<file path="config.mk">
export PLATFORM = sky130hd
export DESIGN_NAME = sat_add_fmt
export DESIGN_NICKNAME = d
export VERILOG_FILES = /design/src/rtl/sat_fmt_pkg.sv /design/src/rtl/sat_wide_add.sv /design/src/rtl/sat_band_detect.sv /design/src/rtl/word_lane_shift.sv /design/src/rtl/sat_add_fmt.sv
export SDC_FILE = /design/constraint.sdc
export NUM_CORES = 1
export LEC_CHECK = 0
export ABC_AREA = 1
export BUFFER_PORTS_ARGS = -buffer_cell sky130_fd_sc_hd__buf_2
export CELL_PAD_IN_SITES_DETAIL_PLACEMENT = 1
export CELL_PAD_IN_SITES_GLOBAL_PLACEMENT = 1
export CORE_AREA = 2 2 132 134
export DETAILED_ROUTE_END_ITERATION = 10
export DIE_AREA = 0 0 134 136
export MAX_ROUTING_LAYER = met4
export PLACE_DENSITY_LB_ADDON = 0.1
export SYNTH_ARGS = -nofsm -noshare
export SYNTH_HDL_FRONTEND = slang
export SYNTH_SLANG_ARGS = --single-unit
</file>
<file path="constraint.sdc">
create_clock -name clk -period 5.54 [get_ports clk]
set_clock_uncertainty 0.05 [all_clocks]
set_input_delay 0.554 -clock clk [delete_from_list [all_inputs] [get_ports clk]]
set_output_delay 0.554 -clock clk [all_outputs]
set_load 0.02 [all_outputs]
</file>
<file path="src/rtl/sat_fmt_pkg.sv">
package sat_fmt_pkg;

    localparam int unsigned DEF_OP_W   = 37;
    localparam int unsigned DEF_WORD_W = 32;
    localparam int unsigned DEF_STEP   = 8;
    localparam int unsigned DEF_SEL_W  = 2;

    // Outcome of the range check on the wide sum
    typedef enum logic [1:0] {
        CLAMP_NONE = 2'd0,
        CLAMP_POS  = 2'd1,
        CLAMP_NEG  = 2'd2
    } clamp_e;

    // Largest signed value of a w-bit word, placed in a DEF_WORD_W container
    function automatic logic [DEF_WORD_W-1:0] signed_max(input int unsigned w);
        logic [DEF_WORD_W-1:0] r;
        r = '0;
        for (int i = 0; i < int'(w) - 1; i++) r[i] = 1'b1;
        return r;
    endfunction

    // Smallest signed value of a w-bit word
    function automatic logic [DEF_WORD_W-1:0] signed_min(input int unsigned w);
        logic [DEF_WORD_W-1:0] r;
        r = '0;
        r[w-1] = 1'b1;
        return r;
    endfunction

endpackage

</file>
<file path="src/rtl/sat_wide_add.sv">
module sat_wide_add #(
    parameter int unsigned W = sat_fmt_pkg::DEF_OP_W
) (
    input  logic [W-1:0] a_i,
    input  logic [W-1:0] b_i,
    output logic [W-1:0] sum_o
);
    // Carry out of the top bit is discarded: the sum wraps at 2^W
    always_comb sum_o = a_i + b_i;
endmodule

</file>
<file path="src/rtl/sat_band_detect.sv">
module sat_band_detect
    import sat_fmt_pkg::*;
#(
    parameter int unsigned W  = DEF_OP_W,
    parameter int unsigned HI = W - 2,
    parameter int unsigned LO = DEF_WORD_W - 1
) (
    input  logic [W-1:0] sum_i,
    input  logic         en_i,
    output clamp_e       kind_o
);
    logic sign_b;
    logic any_set;
    logic all_set;

    always_comb begin
        sign_b  = sum_i[W-1];
        any_set = |sum_i[HI:LO];
        all_set = &sum_i[HI:LO];
        kind_o  = CLAMP_NONE;
        if (en_i) begin
            if (!sign_b && any_set)     kind_o = CLAMP_POS;
            else if (sign_b && !all_set) kind_o = CLAMP_NEG;
        end
    end
endmodule

</file>
<file path="src/rtl/word_lane_shift.sv">
module word_lane_shift #(
    parameter int unsigned WORD_W = sat_fmt_pkg::DEF_WORD_W,
    parameter int unsigned STEP   = sat_fmt_pkg::DEF_STEP,
    parameter int unsigned SEL_W  = sat_fmt_pkg::DEF_SEL_W
) (
    input  logic [WORD_W-1:0] val_i,
    input  logic [SEL_W-1:0]  sel_i,
    output logic [WORD_W-1:0] word_o
);
    localparam int unsigned NSEL = 1 << SEL_W;

    logic [WORD_W-1:0] cand [NSEL];

    for (genvar k = 0; k < NSEL; k++) begin : g_lane
        assign cand[k] = val_i << (k * STEP);
    end

    always_comb word_o = cand[sel_i];
endmodule

</file>
<file path="src/rtl/sat_add_fmt.sv">
module sat_add_fmt
    import sat_fmt_pkg::*;
#(
    parameter int unsigned OP_W    = DEF_OP_W,
    parameter int unsigned WORD_W  = DEF_WORD_W,
    parameter int unsigned STEP    = DEF_STEP,
    parameter int unsigned SEL_W   = DEF_SEL_W,
    parameter bit          OUT_REG = 1'b1
) (
    input  logic              clk,
    input  logic              rst,
    input  logic [OP_W-1:0]   op_a,
    input  logic [OP_W-1:0]   op_b,
    input  logic              sat_en,
    input  logic [SEL_W-1:0]  fmt,
    input  logic              in_valid,
    output logic [WORD_W-1:0] wr_word,
    output logic              sat_flag,
    output logic              out_valid
);
    localparam int unsigned BAND_HI = OP_W - 2;
    localparam int unsigned BAND_LO = WORD_W - 1;
    localparam logic [WORD_W-1:0] MAX_C = {1'b0, {(WORD_W-1){1'b1}}};
    localparam logic [WORD_W-1:0] MIN_C = {1'b1, {(WORD_W-1){1'b0}}};

    typedef struct packed {
        logic [WORD_W-1:0] word;
        logic              sat;
        logic              valid;
    } stage_t;

    logic [OP_W-1:0]   sum;
    clamp_e            kind;
    logic [WORD_W-1:0] picked;
    logic [WORD_W-1:0] shaped;
    stage_t            nxt;
    stage_t            cur;

    sat_wide_add #(.W(OP_W)) u_add (
        .a_i   (op_a),
        .b_i   (op_b),
        .sum_o (sum)
    );

    sat_band_detect #(.W(OP_W), .HI(BAND_HI), .LO(BAND_LO)) u_det (
        .sum_i  (sum),
        .en_i   (sat_en),
        .kind_o (kind)
    );

    always_comb begin
        unique case (kind)
            CLAMP_POS: picked = MAX_C;
            CLAMP_NEG: picked = MIN_C;
            default:   picked = sum[WORD_W-1:0];
        endcase
    end

    word_lane_shift #(.WORD_W(WORD_W), .STEP(STEP), .SEL_W(SEL_W)) u_shift (
        .val_i  (picked),
        .sel_i  (fmt),
        .word_o (shaped)
    );

    always_comb begin
        nxt.word  = shaped;
        nxt.sat   = (kind != CLAMP_NONE);
        nxt.valid = in_valid;
    end

    if (OUT_REG) begin : g_reg
        always_ff @(posedge clk) begin
            if (rst) cur <= '0;
            else     cur <= nxt;
        end
    end else begin : g_comb
        always_comb cur = nxt;
    end

    assign wr_word   = cur.word;
    assign sat_flag  = cur.sat;
    assign out_valid = cur.valid;
endmodule

</file>
# After elaboration in Yosys (flattened, before gate mapping)
# Cells that the tools add are included.
# word_totals
reg_bits	34
wordCells	22
# classes
n_addsub	1
order_cmp	1
eq_ne	2
mux	7
bitwise	1
n_reduce_logical	7
# op_table
cell	n
32-bit binary-select mux with 2-bit select	1
32-bit 2-to-1 mux	2
32-bit one-hot mux with 2 select lines	1
37-bit adder	1
2-bit 2-to-1 mux	3
5-bit AND reduction	1
5-bit OR reduction	1
3-bit >= comparator (second input constant)	1
2-bit inverter with 3-bit output	1
2-bit by 1-bit equality test with 1-bit output (second input constant)	1
2-bit equality test (second input constant)	1
1-bit logical AND	2
1-bit logical NOT	2
2-bit nonzero test	1

# Logic depth before layout (Yosys ltp)
# logic_depth
word_depth	12
depth_mapped	25
depth_no_buf	25

# Modules after synthesis
# From an unflattened synthesis, not the netlist that was laid out.
# unflattened
hier_cells	883
area_unflattened_um2	4735.8
# modules_own_cells
module	n_inst	cells_per_inst	area_each_um2
sat_wide_add	1	521	2591.2
sat_add_fmt	1	183	1350.0
word_lane_shift	1	166	738.2
sat_band_detect	1	13	56.3

# Worst setup path after synthesis
# OpenSTA, ideal clock, no wires.
# synth_path
path_kind	input to register
start	in op_a[0]
end	reg cur (netlist bit wr_word[26])
arrival_ns	3.301
slack_ns	2.120
stages	21
n_path_buf	1
cell_sequence	ha_1 -> inv_1 -> fa_1 -> nor2_1 -> or2_1 -> nand4_1 -> nand3_2 -> nand2_1 -> nand3b_1 -> nand2_2 -> nor2_4 -> nand2_1 -> ha_1 -> inv_1 -> buf_1 -> o21ai_0 -> a21oi_1 -> nand2_1 -> nand3_1 -> nand2_1 -> o21ai_1
# synth_via
elab_chain_len	12
# synth_rtl
item	line_no	rtl
start, declared	sat_add_fmt.sv:12	input logic [OP_W-1:0] op_a,
37-bit adder (*)	sat_wide_add.sv:9	always_comb sum_o = a_i + b_i;
5-bit AND reduction	sat_band_detect.sv:19	all_set = &sum_i[HI:LO];
1-bit logical NOT	sat_band_detect.sv:23	else if (sign_b && !all_set) kind_o = CLAMP_NEG;
1-bit logical AND	sat_band_detect.sv:23	
2-bit 2-to-1 mux	sat_band_detect.sv:23	
2-bit 2-to-1 mux	sat_band_detect.sv:22	if (!sign_b && any_set) kind_o = CLAMP_POS;
2-bit 2-to-1 mux	sat_band_detect.sv:21	if (en_i) begin
2-bit equality test or 2-bit by 1-bit equality test with 1-bit output (tied branches)	sat_add_fmt.sv:52	unique case (kind)
32-bit one-hot mux with 2 select lines (*)	sat_add_fmt.sv:52	
32-bit binary-select mux with 2-bit select (*)	word_lane_shift.sv:18	always_comb word_o = cand[sel_i];
32-bit 2-to-1 mux (implied by the code) (*) (2 in series)	word_lane_shift.sv:18	
end signal, assigned	sat_add_fmt.sv:74	else cur <= nxt;
end, declared	sat_add_fmt.sv:37	stage_t cur;
# Mark *: on every way between the ends. The rest lies on a longest branch, timed or not. The select of a mux whose other input is x is not followed.
# A chain may end at the register's enable or synchronous reset.

# Worst setup path in the final report
# layout_path
start	in op_a[0]
end	reg cur (netlist bit wr_word[25])
# The elaborated chain is that of the path after synthesis.

==> impl_metrics.env <==
export IMPL_status="completed"
export IMPL_synth_distinct_cells=39
export IMPL_synth_top_family_by_area="simple AND/OR/NAND/NOR gates"
export IMPL_synthesis_nets=843
export IMPL_finalCritPeriodShare_pct=77.8
export IMPL_cp_max_fo=15
export IMPL_grt_pass1_vias=4850
export IMPL_finalSetupViolCount=0
export IMPL_leakage_nw=2.81
export IMPL_grtUsageMet1_pct=24.6
export IMPL_dp_cells=1050
export IMPL_avgSynthCellArea_um2=5.67
export IMPL_antenna_found_initial=0
export IMPL_post_cts_buffers=0
export IMPL_cp_top_family="simple AND/OR/NAND/NOR gates"
export IMPL_max_cap_violations=0
export IMPL_worstHoldPathType="input port to flip-flop"
export IMPL_portBuffers=113
export IMPL_fillers=2271
export IMPL_wl_per_cell_um=14.4
export IMPL_power_density_nw_per_um2=227
export IMPL_slew_headroom_pct=30.9
export IMPL_crit_top_cell="nand2_1"
export IMPL_cts_resized=0
export IMPL_postPlaceCellArea_um2=4880
export IMPL_clkSlewWorstSetupHoldPaths_ps=50
export IMPL_total_power_mw=1.14
export IMPL_final_cell_area_um2=5030
export IMPL_antenna_cells=0
export IMPL_grt_overflow=0
export IMPL_slowest_stage="inv_1"
export IMPL_cts_buffers=5
export IMPL_drt_iter0_drc=207
export IMPL_min_path_cells=2
export IMPL_clock_fmax_mhz=232
export IMPL_hold_end="sat_flag"
export IMPL_cp_required_ps=5690
export IMPL_yosys_register_bits=34
export IMPL_drcViolationCount=0
export IMPL_startpoint_type="input port"
export IMPL_drt_vias_per_instance=4.44
export IMPL_ios=114
export IMPL_synth_xor_area_share_pct=0.640
export IMPL_slew_violations=0
export IMPL_drt_total_wl_um=15200
export IMPL_dieHeight_um=136
export IMPL_ir_worst_vdd_v=0.000162
export IMPL_synth_compound_area_share_pct=14.9
export IMPL_synth_simple_gate_area_share_pct=45.6
export IMPL_path_class="input port to flip-flop"
export IMPL_top_usage_layer="met2"
export IMPL_synth_largest_area_cell="nand2_1"
export IMPL_synthFlopType="dfxtp_1"
export IMPL_coreArea_um2=16900
export IMPL_synth_common_cells="254 x nand2_1, 90 x inv_1, 74 x nor2_1"
export IMPL_netlist_instances=724
export IMPL_first_pass_iters=4
export IMPL_layoutNonFillerInstCount=1058
export IMPL_rsz0062_at_grt="no"
export IMPL_routabilityCongestion=0.827
export IMPL_synthMuxAreaShare_pct=0
export IMPL_crit_chain="buf_2 > ha_1 > inv_1 > fa_1 > inv_1 > nand3_1 > nand3_2 > nand2_1 > nand2_1 > nand2_1 > nand3_1 > nand2_1 > nor3_1 > nand3_1 > nand3_1 > ha_1 > inv_1 > o21ai_0 > a21oi_1 > nand2_1 > nand3_1 > nand2_1 > o21ai_1"
export IMPL_start_util_pct=24.3
export IMPL_layout_min_cycle_time_ps=4310
export IMPL_synth_top_area_share_pct=23.2
export IMPL_die_x_um=134
export IMPL_yosysMostFrequentCell="nand2_1"
export IMPL_cp_num_cells=23
export IMPL_min_from="rst"
export IMPL_via_count=4700
export IMPL_cts_sinks=34
export IMPL_synth_warning_count=0
export IMPL_grt_util_met2_pct=28.8
export IMPL_cpPeakStageDelay_ps=500
export IMPL_grt_pass1_wl_um=25100
export IMPL_crit_path_end_kind="flip-flop"
export IMPL_cts_tree="yes"
export IMPL_layout_drive_gt1_share_pct=20.6
export IMPL_cts_hold_buf=0
export IMPL_area_growth_pct=22.5
export IMPL_timing_final_hold_violations=0
export IMPL_netlist_area_um2=4100
export IMPL_ys_top_cells_by_area="nand2_1 23%, dfxtp_1 17%, ha_1 12%"
export IMPL_path_buf_inv=4
export IMPL_grt_max_degree=35
export IMPL_clockBufferDepth=2
export IMPL_grt_use_met3_pct=0.671
export IMPL_synth_fa_ha_area_share_pct=12.1
export IMPL_grtUsageTotal_pct=17.6
export IMPL_row_count=48
export IMPL_fin_util_pct=29.8
export IMPL_nets=951
export IMPL_worstMarginPinSlew_ps=1030
export IMPL_ant_nets=0
export IMPL_place_hpwl_um=13400
export IMPL_finalSetupTns_ps=0
export IMPL_die_area_um2=18200
export IMPL_cts_root_buf="clkbuf_16"
export IMPL_synth_edf_count=0
export IMPL_yosysSeqAreaShare_pct=16.6
export IMPL_cts_htree_levels=2
export IMPL_synthArstFlopShare_pct=0
export IMPL_critPathArrivalTime_ps=4460
[kinds of logic after synthesis]
logic type | after synthesis
AOI/OAI and AO/OA | 113
xor gates and xnor gates | 3
adders and majority gates | 39
buffers and inverters | 105
DFF | 34
and+or+nand+nor | 430
[state kept, by name (all words and copies together), names as in the netlist]
signal / cells
out_valid: 1
sat_flag: 1
wr_word: 32
[final cells by class]
class / count / area, um2 / area share (%)
multi-input cells: 585 / 3000 / 59.7
clock buffers: 7 / 143 / 2.84
flip-flops and latches: 34 / 681 / 13.5
well taps: 225 / 282 / 5.60
clock inverters: 1 / 5.00 / 0.0995
repair buffers: 113 / 566 / 11.2
inverters: 93 / 349 / 6.94
[worst max-delay path by stage]
stage            start     endpoint  slack (ps)
2_1_floorplan  op_a[0]  wr_word[26]        2120
3_3_place_gp   op_a[0]  wr_word[25]         960
3_5_place_dp   op_a[0]  wr_word[25]         890
4_1_cts        op_a[0]  wr_word[25]        1160
5_1_grt        op_a[0]  wr_word[14]         880
6_report       op_a[0]  wr_word[25]        1230
[per-stage QoR]
stage / setup WS (ps) / hold WS (ps)
4_1_cts: 1160 / 427
3_5_place_dp: 895 / 720
5_1_grt: 879 / 447
6_report: 1230 / 434
3_3_place_gp: 958 / 722
2_1_floorplan: 2120 / 571
[power by group]
group | internal (mW) | switching [mW] | total, mW | leakage, nW
clock network | 0.178 | 0.0898 | 0.267 | 0.0739
registers | 0.272 | 0.00619 | 0.279 | 0.280
logic | 0.192 | 0.401 | 0.593 | 2.45
total | 0.642 | 0.497 | 1.14 | 2.81
[cells in the final DEF, fill, tap and decap left out, types with 2 or more instances in the layout]
cell       netlist  layout
a21oi_1         49      49
a31oi_1          6       6
buf_2            2     113
clkbuf_16        0       5
dfxtp_1         34      34
ha_1            38      38
inv_1           90      90
inv_2            2       2
nand2_1        254     254
nand2_2         20      20
nand3_1         38      38
nand3_2          6       6
nand3b_1         2       2
nand4_1          2       2
nor2_1          74      74
nor2_2           6       6
nor2_4           2       2
nor3_1           9       9
nor3_2           2       2
o21ai_0         32      32
o21ai_1         12      12
o21bai_1         9       9
or2_1            2       2
or2_2            9       9
xor2_1           2       2
[layer usage]
metal  routed length (um)  part of all wire (%)
met5                    0                     0
met4                  153                   1.0
met3                  432                   2.8
met2                 6760                    45
met1                 7840                    52
(Power assumes the default switching activity.)
